--- src/rtl/mmio_intc_pkg.sv ---
package mmio_intc_pkg;

  // Fixed register addresses (byte offsets)
  localparam logic [15:0] A_INFO       = 16'h0004;
  localparam logic [15:0] A_CORE_ID    = 16'h2000;
  localparam logic [15:0] A_EVENT      = 16'h2004;
  localparam logic [15:0] A_IPI_SEND   = 16'h2008;
  localparam logic [15:0] A_IPI_ACK    = 16'h200C;
  localparam logic [15:0] A_IPI_UNMASK = 16'h2028;

  // Routing window 0x3000..0x3FFF, bank window 0x4000..0x41FF
  localparam logic [3:0]  ROUTE_PAGE   = 4'h3;
  localparam logic [6:0]  BANK_PAGE    = 7'h20;

  // Bank operation, selected by address bits 8:7
  typedef enum logic [1:0] {
    BK_SW_SET   = 2'd0,
    BK_SW_CLR   = 2'd1,
    BK_MASK_SET = 2'd2,
    BK_MASK_CLR = 2'd3
  } bank_op_e;

  typedef enum logic [15:0] {
    EV_NONE = 16'd0,
    EV_LINE = 16'd1,
    EV_IPI  = 16'd4
  } ev_kind_e;

  localparam logic [15:0] IPI_KIND_OTHER = 16'd1;

  typedef struct packed {
    ev_kind_e    kind;
    logic [15:0] data;
  } evt_word_t;

endpackage

--- src/rtl/intc_line_state.sv ---
module intc_line_state
  import mmio_intc_pkg::*;
#(
  parameter int NUM_LINES = 64,
  parameter int NUM_CORES = 4,
  localparam int LW = $clog2(NUM_LINES),
  localparam int NUM_WORDS = NUM_LINES / 32,
  localparam int WW = (NUM_WORDS > 1) ? $clog2(NUM_WORDS) : 1
) (
  input  logic                                clk,
  input  logic                                rst_n,
  input  logic                                bank_we,
  input  bank_op_e                            bank_op,
  input  logic [WW-1:0]                       bank_word,
  input  logic [31:0]                         bank_wdata,
  input  logic                                route_we,
  input  logic [LW-1:0]                       route_line,
  input  logic [NUM_CORES-1:0]                route_wdata,
  input  logic                                amask_vld,
  input  logic [LW-1:0]                       amask_line,
  output logic [NUM_LINES-1:0]                sw_q,
  output logic [NUM_LINES-1:0]                mask_q,
  output logic [NUM_LINES-1:0][NUM_CORES-1:0] route_q
);

  logic [NUM_LINES-1:0] sw_d;
  logic [NUM_LINES-1:0] mask_d;
  logic                 sw_en;
  logic                 mask_en;
  logic [WW+4:0]        base;

  assign base    = {bank_word, 5'd0};
  assign sw_en   = bank_we && (bank_op == BK_SW_SET || bank_op == BK_SW_CLR);
  assign mask_en = (bank_we && (bank_op == BK_MASK_SET || bank_op == BK_MASK_CLR))
                   || amask_vld;

  always_comb begin
    sw_d   = sw_q;
    mask_d = mask_q;
    if (bank_we) begin
      case (bank_op)
        BK_SW_SET:   sw_d[base +: 32]   = sw_q[base +: 32] | bank_wdata;
        BK_SW_CLR:   sw_d[base +: 32]   = sw_q[base +: 32] & ~bank_wdata;
        BK_MASK_SET: mask_d[base +: 32] = mask_q[base +: 32] | bank_wdata;
        BK_MASK_CLR: mask_d[base +: 32] = mask_q[base +: 32] & ~bank_wdata;
        default: ;
      endcase
    end
    // Hand-off mask from an event read takes effect at the same edge
    if (amask_vld) mask_d[amask_line] = 1'b1;
  end

  always_ff @(posedge clk or negedge rst_n) begin
    if (!rst_n)      sw_q <= '0;
    else if (sw_en)  sw_q <= sw_d;
  end

  always_ff @(posedge clk or negedge rst_n) begin
    if (!rst_n)        mask_q <= '1;
    else if (mask_en)  mask_q <= mask_d;
  end

  for (genvar l = 0; l < NUM_LINES; l++) begin : g_route
    logic route_en;
    assign route_en = route_we && (route_line == LW'(l));
    always_ff @(posedge clk or negedge rst_n) begin
      if (!rst_n)         route_q[l] <= '0;
      else if (route_en)  route_q[l] <= route_wdata;
    end
  end

endmodule

--- src/rtl/intc_ipi_state.sv ---
module intc_ipi_state #(
  parameter int NUM_CORES = 4,
  localparam int CW = (NUM_CORES > 1) ? $clog2(NUM_CORES) : 1
) (
  input  logic                 clk,
  input  logic                 rst_n,
  input  logic                 send_we,
  input  logic [NUM_CORES-1:0] send_bits,
  input  logic                 ack_we,
  input  logic                 unmask_we,
  input  logic                 amask_we,
  input  logic [CW-1:0]        core_sel,
  output logic [NUM_CORES-1:0] pend_q,
  output logic [NUM_CORES-1:0] mask_q
);

  for (genvar c = 0; c < NUM_CORES; c++) begin : g_core
    logic hit;
    logic pend_d, pend_en;
    logic mask_d, mask_en;

    assign hit = (core_sel == CW'(c));

    always_comb begin
      pend_en = 1'b0;
      pend_d  = pend_q[c];
      if (send_we && send_bits[c]) begin
        pend_en = 1'b1;
        pend_d  = 1'b1;
      end else if (ack_we && hit) begin
        pend_en = 1'b1;
        pend_d  = 1'b0;
      end
    end

    always_comb begin
      mask_en = 1'b0;
      mask_d  = mask_q[c];
      if (amask_we && hit) begin
        mask_en = 1'b1;
        mask_d  = 1'b1;
      end else if (unmask_we && hit) begin
        mask_en = 1'b1;
        mask_d  = 1'b0;
      end
    end

    always_ff @(posedge clk or negedge rst_n) begin
      if (!rst_n)        pend_q[c] <= 1'b0;
      else if (pend_en)  pend_q[c] <= pend_d;
    end

    always_ff @(posedge clk or negedge rst_n) begin
      if (!rst_n)        mask_q[c] <= 1'b1;
      else if (mask_en)  mask_q[c] <= mask_d;
    end
  end

endmodule

--- src/rtl/intc_evt_pick.sv ---
module intc_evt_pick
  import mmio_intc_pkg::*;
#(
  parameter int NUM_LINES = 64,
  localparam int LW = $clog2(NUM_LINES)
) (
  input  logic [NUM_LINES-1:0] elig,
  input  logic                 ipi_live,
  output evt_word_t            evt
);

  logic          found;
  logic [LW-1:0] idx;

  // Scan downward so the lowest eligible index is the last one kept
  always_comb begin
    found = 1'b0;
    idx   = '0;
    for (int i = NUM_LINES - 1; i >= 0; i--) begin
      if (elig[i]) begin
        found = 1'b1;
        idx   = LW'(i);
      end
    end
  end

  always_comb begin
    if (ipi_live) begin
      evt.kind = EV_IPI;
      evt.data = IPI_KIND_OTHER;
    end else if (found) begin
      evt.kind = EV_LINE;
      evt.data = 16'(idx);
    end else begin
      evt.kind = EV_NONE;
      evt.data = 16'd0;
    end
  end

endmodule

--- src/rtl/mmio_intc.sv ---
module mmio_intc
  import mmio_intc_pkg::*;
#(
  parameter int NUM_LINES = 64,
  parameter int NUM_CORES = 4,
  localparam int CW = (NUM_CORES > 1) ? $clog2(NUM_CORES) : 1
) (
  input  logic                 clk,
  input  logic                 rst_n,
  input  logic [NUM_LINES-1:0] hw_irq_i,
  input  logic [CW-1:0]        reg_core_i,
  input  logic                 reg_rd_i,
  input  logic                 reg_wr_i,
  input  logic [15:0]          reg_addr_i,
  input  logic [31:0]          reg_wdata_i,
  output logic [31:0]          reg_rdata_o,
  output logic [NUM_CORES-1:0] core_irq_o
);

  localparam int LW        = $clog2(NUM_LINES);
  localparam int NUM_WORDS = NUM_LINES / 32;
  localparam int WW        = (NUM_WORDS > 1) ? $clog2(NUM_WORDS) : 1;
  localparam logic [5:0]  WORDS_LIM = 6'(NUM_WORDS);
  localparam logic [10:0] LINES_LIM = 11'(NUM_LINES);
  localparam logic [CW:0] CORES_LIM = (CW+1)'(NUM_CORES);

  // ---------------- reset release ----------------
  logic rst_meta, rst_sync_n;
  always_ff @(posedge clk or negedge rst_n) begin
    if (!rst_n) {rst_sync_n, rst_meta} <= 2'b00;
    else        {rst_sync_n, rst_meta} <= {rst_meta, 1'b1};
  end

  // ---------------- address decode ----------------
  logic          in_bank, in_route, word_ok, line_ok, core_ok;
  logic [4:0]    word_raw;
  logic [9:0]    line_raw;
  logic [WW-1:0] bank_word;
  logic [LW-1:0] line_idx;
  bank_op_e      bank_op;

  assign in_bank   = (reg_addr_i[15:9] == BANK_PAGE);
  assign in_route  = (reg_addr_i[15:12] == ROUTE_PAGE);
  assign word_raw  = reg_addr_i[6:2];
  assign line_raw  = reg_addr_i[11:2];
  assign word_ok   = ({1'b0, word_raw} < WORDS_LIM);
  assign line_ok   = ({1'b0, line_raw} < LINES_LIM);
  assign core_ok   = ({1'b0, reg_core_i} < CORES_LIM);
  assign bank_word = word_raw[WW-1:0];
  assign line_idx  = line_raw[LW-1:0];
  assign bank_op   = bank_op_e'(reg_addr_i[8:7]);

  logic unused_addr;
  assign unused_addr = ^reg_addr_i[1:0];

  logic wr_bank, wr_route, wr_send, wr_ack, wr_unmask;
  assign wr_bank   = reg_wr_i && in_bank && word_ok;
  assign wr_route  = reg_wr_i && in_route && line_ok;
  assign wr_send   = reg_wr_i && (reg_addr_i == A_IPI_SEND);
  assign wr_ack    = reg_wr_i && (reg_addr_i == A_IPI_ACK) && reg_wdata_i[0] && core_ok;
  assign wr_unmask = reg_wr_i && (reg_addr_i == A_IPI_UNMASK) && reg_wdata_i[0] && core_ok;

  // ---------------- state ----------------
  logic [NUM_LINES-1:0]                sw_q, line_mask;
  logic [NUM_LINES-1:0][NUM_CORES-1:0] route_q;
  logic [NUM_CORES-1:0]                ipi_pend, ipi_mask;
  logic                                amask_line_vld, amask_ipi;
  logic [LW-1:0]                       amask_line;

  intc_line_state #(.NUM_LINES(NUM_LINES), .NUM_CORES(NUM_CORES)) u_lines (
    .clk         (clk),
    .rst_n       (rst_sync_n),
    .bank_we     (wr_bank),
    .bank_op     (bank_op),
    .bank_word   (bank_word),
    .bank_wdata  (reg_wdata_i),
    .route_we    (wr_route),
    .route_line  (line_idx),
    .route_wdata (reg_wdata_i[NUM_CORES-1:0]),
    .amask_vld   (amask_line_vld),
    .amask_line  (amask_line),
    .sw_q        (sw_q),
    .mask_q      (line_mask),
    .route_q     (route_q)
  );

  intc_ipi_state #(.NUM_CORES(NUM_CORES)) u_ipi (
    .clk       (clk),
    .rst_n     (rst_sync_n),
    .send_we   (wr_send),
    .send_bits (reg_wdata_i[NUM_CORES-1:0]),
    .ack_we    (wr_ack),
    .unmask_we (wr_unmask),
    .amask_we  (amask_ipi),
    .core_sel  (reg_core_i),
    .pend_q    (ipi_pend),
    .mask_q    (ipi_mask)
  );

  // ---------------- per-core event selection ----------------
  logic [NUM_LINES-1:0] line_live;
  logic [NUM_CORES-1:0] ipi_live;
  evt_word_t            evt_arr [NUM_CORES];

  assign line_live = (hw_irq_i | sw_q) & ~line_mask;
  assign ipi_live  = ipi_pend & ~ipi_mask;

  for (genvar c = 0; c < NUM_CORES; c++) begin : g_core
    logic [NUM_LINES-1:0] route_col;
    for (genvar l = 0; l < NUM_LINES; l++) begin : g_col
      assign route_col[l] = route_q[l][c];
    end

    intc_evt_pick #(.NUM_LINES(NUM_LINES)) u_pick (
      .elig     (line_live & route_col),
      .ipi_live (ipi_live[c]),
      .evt      (evt_arr[c])
    );

    assign core_irq_o[c] = (evt_arr[c].kind != EV_NONE);
  end

  // ---------------- event read hand-off ----------------
  evt_word_t cur_evt;
  logic      rd_evt;

  always_comb begin
    if (core_ok) cur_evt = evt_arr[reg_core_i];
    else         cur_evt = '{kind: EV_NONE, data: 16'd0};
  end

  assign rd_evt         = reg_rd_i && (reg_addr_i == A_EVENT) && core_ok;
  assign amask_line_vld = rd_evt && (cur_evt.kind == EV_LINE);
  assign amask_ipi      = rd_evt && (cur_evt.kind == EV_IPI);
  assign amask_line     = cur_evt.data[LW-1:0];

  // ---------------- read data ----------------
  logic [WW+4:0] rd_base;
  assign rd_base = {bank_word, 5'd0};

  always_comb begin
    reg_rdata_o = '0;
    if (reg_addr_i == A_INFO) begin
      reg_rdata_o = 32'(NUM_LINES);
    end else if (reg_addr_i == A_CORE_ID) begin
      reg_rdata_o = 32'(reg_core_i);
    end else if (reg_addr_i == A_EVENT) begin
      reg_rdata_o = cur_evt;
    end else if (in_route && line_ok) begin
      reg_rdata_o = 32'(route_q[line_idx]);
    end else if (in_bank && word_ok) begin
      if (bank_op == BK_SW_SET || bank_op == BK_SW_CLR)
        reg_rdata_o = sw_q[rd_base +: 32];
      else
        reg_rdata_o = line_mask[rd_base +: 32];
    end
  end

endmodule

--- config.mk ---
export PLATFORM = sky130hd
export DESIGN_NAME = mmio_intc
export DESIGN_NICKNAME = d
export VERILOG_FILES = /design/src/rtl/mmio_intc_pkg.sv /design/src/rtl/intc_line_state.sv /design/src/rtl/intc_ipi_state.sv /design/src/rtl/intc_evt_pick.sv /design/src/rtl/mmio_intc.sv
export SDC_FILE = /design/constraint.sdc
export NUM_CORES = 1
export LEC_CHECK = 0
export CORE_MARGIN = 2
export CORE_UTILIZATION = 35
export CTS_CLUSTER_SIZE = 8
export DETAILED_ROUTE_END_ITERATION = 10
export GPL_ROUTABILITY_DRIVEN = 0
export PLACE_DENSITY_LB_ADDON = 0.05
export SETUP_SLACK_MARGIN = 0.5
export SYNTH_ARGS = -nofsm -noshare
export SYNTH_HDL_FRONTEND = slang
export SYNTH_SLANG_ARGS = --single-unit
--- constraint.sdc ---
create_clock -name clk -period 27.5 [get_ports clk]
set_input_delay 6.875 -clock clk [delete_from_list [all_inputs] [get_ports clk]]
set_output_delay 6.875 -clock clk [all_outputs]
set_load 0.1 [all_outputs]
Word-level counts from Yosys, hierarchy flattened
Index checks and enable logic that the tools add are counted.
Word-level totals
  register bits after elaboration: 394
  input port bits: 118
  output and inout port bits: 36
  word-level logic and storage cells: 883
Cells by class
  add/subtract/negate cells: 1
  order comparisons: 6
  equality and inequality tests: 79
  shift-type cells: 7
  mux-type cells: 573
  bitwise logic cells: 16
  reductions and logical operators: 125
Operators by type and width (count)
  $mux 6: 256
  $mux 32: 12
  $and 64x64->64: 5
  $mux 1: 289
  $bwmux 64: 4
  $pmux 64 s2: 2
  $shiftx 32x8->64: 4
  $eq 6x6->1 const B: 32
  $mux 64: 2
  $or 64x64->64: 2
  $shiftx 64x7->32: 2
  $logic_and 1x1->1: 97
  $eq 6x5->1 const B: 16
  $eq 16x14->1 const B: 5
  $mux 17: 4
  $and 32x32->32: 2
  $bmux 32 s2: 1
  $not 64->64: 1
  $or 32x32->32: 2
  $reduce_bool 16->1: 4
  $shift 32x8->64 const A: 1
  $eq 6x4->1 const B: 8
  $eq 16x3->1 const B: 2
  $not 32->32: 1
  26 further kinds: 53

Longest topological paths before layout
Gate-level depths: netlist (run 1).
  word-level depth: 78
  mapped depth: 14
  gate-level depth less buffers: 10

Hierarchy
Synthesis (run 1) repeated with hierarchy kept, for this count alone.
Unflattened totals
  cell total of the unflattened synthesis: 2775
  area total of the unflattened synthesis: 27543.9 um^2
Modules (own cells, without submodules)
  intc_line_state: times used 1, cells an instance 1284, area each 15996.6 um^2, seq. area each 9689.3 um^2
  mmio_intc: times used 1, cells an instance 759, area each 6666.4 um^2, seq. area each 50.0 um^2
  intc_evt_pick: times used 4, cells an instance 176, area each 1129.8 um^2, seq. area each 0.0 um^2
  intc_ipi_state: times used 1, cells an instance 28, area each 361.6 um^2, seq. area each 205.2 um^2

Worst setup path before layout (run 1)
No wires, ideal clock.
  path kind: input-to-output
  start: input hw_irq_i[8]
  end: output reg_rdata_o[1]
  arrival: 11.037 ns
  data required time: 20.625 ns
  slack: 9.588 ns
  stages on the path: 11
  buffers on the path: 2
  cell sequence: o21ba_1 buf_2 a22oi_1 nand2_1 o2111a_1 a32oi_1 nand3_1 a2111oi_0 nand4_1 buf_2 o21ai_0
On the way
  cells in the longest elaborated chain, start to end: 20
  elaborated cells between the ends (all ways): 92
  those cells by class: mux (86); bitwise (6)
Ends and longest elaborated chain
  start: declaration: line mmio_intc.sv:10  | input logic [NUM_LINES-1:0] hw_irq_i,
  $or 64x64->64 *: line mmio_intc.sv:105  | assign line_live = (hw_irq_i | sw_q) & ~line_mask;
  $and 64x64->64 *: line mmio_intc.sv:105
  $and 64x64->64: line mmio_intc.sv:115  | .elig (line_live & route_col),
  $mux 6 or $mux 1 (tied branches) (9 in a row): line intc_evt_pick.sv:20  | if (elig[i]) begin
  $mux 17: line intc_evt_pick.sv:31  | end else if (found) begin
  $mux 32: line intc_evt_pick.sv:28  | if (ipi_live) begin
  $bmux 32 s2 *: line mmio_intc.sv:128  | if (core_ok) cur_evt = evt_arr[reg_core_i];
  $mux 32 (not written as such) * (2 in a row): line mmio_intc.sv:128
  $mux 32 *: line mmio_intc.sv:147  | end else if (reg_addr_i == A_EVENT) begin
  $mux 32 *: line mmio_intc.sv:145  | end else if (reg_addr_i == A_CORE_ID) begin
  $mux 32 *: line mmio_intc.sv:143  | if (reg_addr_i == A_INFO) begin
  end: declaration: line mmio_intc.sv:16  | output logic [31:0] reg_rdata_o,
Every way passes the cells marked *; elsewhere a longest branch is shown, timed or not. The select of a mux whose other input is x is not followed.

Worst setup path after layout (run 1)
  start: input reg_core_i[1]
  end: output reg_rdata_o[0]
On the way
  cells in the longest elaborated chain, start to end: 7
Ends and longest elaborated chain
  start: declaration: line mmio_intc.sv:11  | input logic [CW-1:0] reg_core_i,
  $not 2->3 (not written as such): line mmio_intc.sv:128
  $bmux 32 s2: line mmio_intc.sv:128
  $mux 32 (not written as such) (2 in a row): line mmio_intc.sv:128
  $mux 32: line mmio_intc.sv:147
  $mux 32: line mmio_intc.sv:145
  $mux 32: line mmio_intc.sv:143
Every way passes these cells. The select of a mux whose other input is x is not followed.

==> metrics.csv, run 1 <==
stage;metric;value;unit
route;drc;0;
timing;clock_skew;0.0420;ns
route;num_vias;22554;
critical_path;worst_setup_path_start_kind;input pin;
grt;grt_antenna_before_repair;4;
route;ant_nets;0;
synth;ys_warn_count;0;
cts;cts_resized;0;
synth;netlist_area;25000;um^2
pwr;power.density;47.7;nW/um^2
finish;utilization;0.410;
grt;grt-ovfl-total;0;
grt;grt_pass1_wl;163000;um
cts;clk_path_buf_depth;3;
timing;hold_viol;0;
cts;cts_tree;built;
finish;nNetsFinal;2672;
timing;tightest_slew;1.29;ns
floorplanning;start_util;0.355;
critical_path;end_kind;primary output;
cts;numCtsBuffers;56;
cts;cts_setup_buffers;0;
floorplanning;die_area;73500;um^2
route;drt_first_pass_iters;6;
critical_path;rr_startpoint;u_lines.mask_q[40];
finish;area_growth;15.5;%
floorplanning;num_rows;97;
finish;fin_cells;3524;
finish;final_common_cell;nand2_1;
place;io_buffers;153;
synth;synth_edf_count;0;
synth;async_flop_share;1.00;
finish;layout-drive-gt1-share;0.239;
critical_path;r2r_setup_slack;22.59;ns
synth;ys_types;81;
timing;setup_viol;0;
timing;final.setup.tns;0;ns
timing;fin_crit_sh;0.697;
route;viasPerCell;6.40;
synth;netlist_instances;2481;
critical_path;required;20.62;ns
pwr;power_leakage;12.1;nW
place;hpwl;88000;um
critical_path;worstPathMaxFanout;20;
synth;seq_area_frac_synth;0.398;
synth;ys_ff_latch;394;
status;status;complete, no violations;
floorplanning;die_w;271;um
grt;grt_pass1_vias;21906;
critical_path;worst_ep_arrival_time;12.29;ns
cts;clock_sinks;394;
timing;grt_setup_unrepaired;false;
flow_run;maxCapViolations;0;
timing;layout_min_cycle_time;19.17;ns
synth;synth_fp_nets;2599;
critical_path;criticalPathCategory;input pin to primary output;
place;numPlacedInstances;3436;
critical_path;timing.rr.end;u_lines.mask_q[26];
synth;syn_avg_cell_area;10.1;um^2
cts;cts_hold_buffers;0;
route;wirelength;115000;um
timing;drv_slew;0;
route;drt_iter0_markers;2914;
grt;grt_max_degree;74;
worst_hold_path;hp-class;register to asynchronous set/reset pin;
synth;ys.flop_type;dfrtp_1;
grt;gr-usage-all-layers;0.308;
cts;clock_latency;0.64;ns
floorplanning;io-pin-count;154;
cts;cts_root_buffer;clkbuf_16;
route;wire_per_inst;32.7;um
cts;clk_pin_slew;0.05;ns
timing;relSlewSlack;0.134;
critical_path;worst_r2r_path_depth;10;
floorplanning;die_y;271;um
pwr;irDropWorstVdd;39.2;uV
finish;final_cell_mix;nand2_1 (489), dfrtp_1 (325), mux2_2 (251), clkdlybuf4s50_1 (144), a22oi_1 (130);
cts;htree_num_levels;2;
timing;timing.fmax;52.2;MHz
floorplanning;core_area;70400;um^2
==> logic make-up (layout without fill, tap and decap cells) <==
family	Yosys count	in the layout	share of synthesized area
flip-flops	394	394	0.398
other	1	4	0.000150
multiplexers	377	377	0.222
buffers and inverters	182	282	0.0288
AND/OR/NAND/NOR	871	871	0.162
AO/OA/AOI/OAI	656	656	0.189
==> worst max-delay path, stage by stage <==
cell and delay (ns):
clkdlybuf4s50_1 0.85, or2_1 0.56, a211oi_2 0.32, nand4_1 0.26, nor4_1 0.67, or4b_1 0.60
a31oi_1 0.25, nor3_1 0.14, and4_1 0.44, nand2_1 0.16, a31oi_1 0.15, clkdlybuf4s50_1 1.00
==> per-layer routing <==
layer,GRT usage,share of wire
met3,0.0503,0.076
met1,0.406,0.41
met2,0.492,0.46
met4,0.153,0.057
met5,0,0.000078
==> final cells by class <==
| type | count | area, um^2 |
|---|---|---|
| antenna | 3 | 7.51 |
| clock buffer | 80 | 1520 |
| clock inverter | 5 | 57.6 |
| fill | 6896 | 41500 |
| inverter | 14 | 52.6 |
| multi-input combinational | 1905 | 14400 |
| sequential | 394 | 9950 |
| tap | 940 | 1180 |
| timing repair buffer | 183 | 1720 |
==> registers in the layout, indices dropped and copies added (netlist names) <==
name / cells
u_ipi.pend_q: 4
u_lines.sw_q: 64
rst_meta: 1
u_lines.route_q: 256
u_ipi.mask_q: 4
u_lines.mask_q: 64
rst_sync_n: 1
==> metrics by stage <==
stage	instance area [um^2]	hold slack (ns)	total power, mW	setup WS (ns)
after floorplan	25000	0.331	0.663	9.59
after global placement	27300	0.285	0.732	8.52
after detailed placement	27300	0.283	0.732	8.56
after CTS	28800	0.274	1.39	8.53
after global routing	28800	0.308	1.42	8.28
final	28800	0.256	1.38	8.33
==> cells in the mapped netlist (30+ instances only) <==
library cell / instances / area [um^2]
mux4_2: 116 / 2610
a21oi_1: 80 / 400
nand4_1: 57 / 357
dfrtp_1: 326 / 8160
nor3_1: 36 / 180
a22oi_1: 130 / 976
nand3_1: 36 / 180
mux2_2: 251 / 2830
o21ai_0: 128 / 641
o21ba_2: 42 / 420
nand2_1: 489 / 1840
o21ai_1: 30 / 150
nor2_1: 92 / 345
and2_1: 51 / 319
dfstp_2: 68 / 1790
clkbuf_1: 127 / 477
==> where the power goes <==
part           leakage (nW)  internal (mW)  switching [mW]
clock network         0.767          0.385           0.265
registers              5.22          0.582         0.00186
logic                  6.11         0.0386           0.103
==> how the worst max path moves through the flow <==
stage / start / end / slack, ns / cells after the start
6_report: reg_core_i[1] / reg_rdata_o[0] / 8.33 / 12
5_1_grt: reg_core_i[1] / reg_rdata_o[0] / 8.28 / 12
4_1_cts: reg_core_i[1] / reg_rdata_o[0] / 8.53 / 12
3_5_place_dp: reg_core_i[1] / reg_rdata_o[0] / 8.56 / 12
3_3_place_gp: reg_core_i[1] / reg_rdata_o[0] / 8.52 / 12
2_1_floorplan: hw_irq_i[8] / reg_rdata_o[1] / 9.59 / 11
Power figures use the tool's default switching activity.
==> inputs of run 2 (changes only) <==
==> constraint.sdc (replaced) <==
create_clock -name clk -period 19.41 [get_ports clk]
set_input_delay 4.8525 -clock clk [delete_from_list [all_inputs] [get_ports clk]]
set_output_delay 4.8525 -clock clk [all_outputs]
set_load 0.1 [all_outputs]
==> run 2 against run 1 <==
Net effect: die area unchanged; clock skew decreased by 0.012 ns; first-iteration DRC count decreased by 6.8%; register-to-register slack got worse by 8.3 ns; sequential cell count unchanged; critical path depth unchanged; sequential power increased by 42%; largest power group unchanged; worst hold slack improved by 0.016 ns; design area about the same; non-clock buffer count unchanged; global-route usage increased by 0.094 points; clock power increased by 42%; largest cell class unchanged.
==> metrics.csv, run 2 (synthesis results as in run 1) <==
stage;metric;value;unit
status;status;complete, no violations;
critical_path;worst_setup_path_start_kind;input pin;
grt;gr-usage-all-layers;0.309;
critical_path;worst-path-buf-inv;2;
timing;drv_slew;0;
finish;final_cell_mix;nand2_1 (489), dfrtp_1 (325), mux2_2 (251), clkdlybuf4s50_1 (144), a22oi_1 (130);
finish;fin_cells;3522;
critical_path;worst_ep_arrival_time;10.20;ns
grt;grt_use_met1;0.398;
cts;cts_hold_buffers;0;
floorplanning;core_area;70400;um^2
place;pre_cts_slack;4.57;ns
route;wire_per_inst;32.8;um
cts;clock_latency;0.62;ns
finish;nNetsFinal;2672;
pwr;power.density;67.7;nW/um^2
critical_path;crit_path_cell_trace;clkdlybuf4s50_1, or2_1, a211oi_2, nand4_1, nor4_1, or4b_1, a31oi_1, nor3_1, and4_1, nand2_1, a31oi_1, clkdlybuf4s50_1;
route;drt_iter0_markers;2717;
critical_path;cp_slowest_stage_delay;1.01;ns
floorplanning;start_util;0.355;
pwr;p_sw;523;uW
critical_path;required;14.56;ns
pwr;irDropWorstVdd;60.0;uV
pwr;clockPowerShare;0.474;
cts;cts_setup_buffers;0;
timing;clock_skew;0.0296;ns
critical_path;cp_top_family;simple AND/OR/NAND/NOR gates;
floorplanning;num_rows;97;
timing;layout_min_cycle_time;15.05;ns
finish;reg.largest.list;u_lines.route_q x256, u_lines.mask_q x64, u_lines.sw_q x64;
finish;top_register;u_lines.route_q;
route;drc;0;
grt;grt_pass1_wl;164000;um
timing;worst_slack;4.36;ns
pwr;switching_share;0.268;
critical_path;criticalPathCategory;input pin to primary output;
grt;use_met3;0.0612;
route;viasPerCell;6.35;
grt;grt-ovfl-total;0;
critical_path;end_kind;primary output;
grt;use_met2;0.493;
critical_path;r2r_setup_slack;14.32;ns
grt;grt_pass1_vias;22274;
place;hpwl;87800;um
worst_hold_path;hp-class;register to asynchronous set/reset pin;
timing;setup_viol;0;
pwr;seq_power_share;0.424;
cts;numCtsBuffers;56;
cts;cts_resized;0;
timing;final.setup.tns;0;ns
flow_run;maxCapViolations;0;
floorplanning;io-pin-count;154;
floorplanning;die_area;73500;um^2
cts;clk_pin_slew;0.05;ns
cts;cts_root_buffer;clkbuf_16;
timing;tightest_slew;1.32;ns
cts;cts_tree;built;
cts;clock_sinks;394;
timing;hold_viol;0;
route;drt_first_pass_iters;6;
critical_path;worstPathMaxFanout;20;
floorplanning;die_y;271;um
timing;relSlewSlack;0.115;
route;ant_nets;0;
critical_path;cpMaxStageDelayCell;clkdlybuf4s50_1;
pwr;power_leakage;12.1;nW
grt;busiest_layer;met2;
place;io_buffers;153;
place;numPlacedInstances;3436;
cts;htree_num_levels;2;
grt;grt_max_degree;74;
finish;layout-drive-gt1-share;0.239;
finish;final_common_cell;nand2_1;
grt;grt_antenna_before_repair;4;
floorplanning;die_w;271;um
finish;largest_reg_flops;256;
pwr;internal-power;1.43;mW
pwr;p_comb_frac;0.103;
cts;clk_path_buf_depth;3;
timing;timing.fmax;66.5;MHz
route;num_vias;22379;
route;wirelength;116000;um
timing;fin_crit_sh;0.775;
finish;area_growth;15.4;%
timing;grt_setup_unrepaired;false;
[run 2: worst paths after layout]
| path | start | to | cells after the start |
|---|---|---|---|
| worst min-delay path | rst_sync_n | u_lines.route_q[243] | 0 |
| worst max register to register | u_lines.mask_q[42] | u_lines.mask_q[19] | 10 |
| worst min register to register | rst_sync_n | u_lines.route_q[243] | 0 |
| worst max-delay path | reg_core_i[1] | reg_rdata_o[0] | 12 |
| min in group clk | rst_meta | rst_sync_n | 0 |
| max in group asynchronous | rst_n | rst_sync_n | 1 |
[run 2: cell type report]
cell class | instances | area, um^2
Clock buffer | 83 | 1540
Clock inverter | 2 | 35.0
Inverter | 14 | 52.6
Multi-Input combinational cell | 1905 | 14400
Fill cell | 6849 | 41600
Tap cell | 940 | 1180
Antenna cell | 1 | 2.50
Sequential cell | 394 | 9950
Timing Repair Buffer | 183 | 1720
[run 2: power by group through the flow]
stage / combinational (mW) / clock [mW] / sequential [mW]
after detailed placement: 0.197 / 0 / 0.841
after global placement: 0.196 / 0 / 0.841
after CTS: 0.197 / 0.943 / 0.827
final: 0.200 / 0.925 / 0.827
after floorplan: 0.0892 / 0 / 0.850
after global routing: 0.208 / 0.979 / 0.827
[run 2: stage by stage]
stage,power [mW],instance area [um^2],hold WS [ns],util
final,1.95,28800,0.273,0.410
after floorplan,0.939,25000,0.331,-
after CTS,1.97,28800,0.294,0.410
after global placement,1.04,27300,0.285,0.387
after global routing,2.01,28800,0.316,0.410
after detailed placement,1.04,27300,0.289,0.387
[run 2: per-layer routing]
| metal | up-vias | routed length (um) |
|---|---|---|
| li1 | 9499 | - |
| met1 | 11316 | 46700 |
| met2 | 1245 | 52700 |
| met3 | 317 | 9120 |
| met4 | 2 | 7030 |
| met5 | - | 13 |
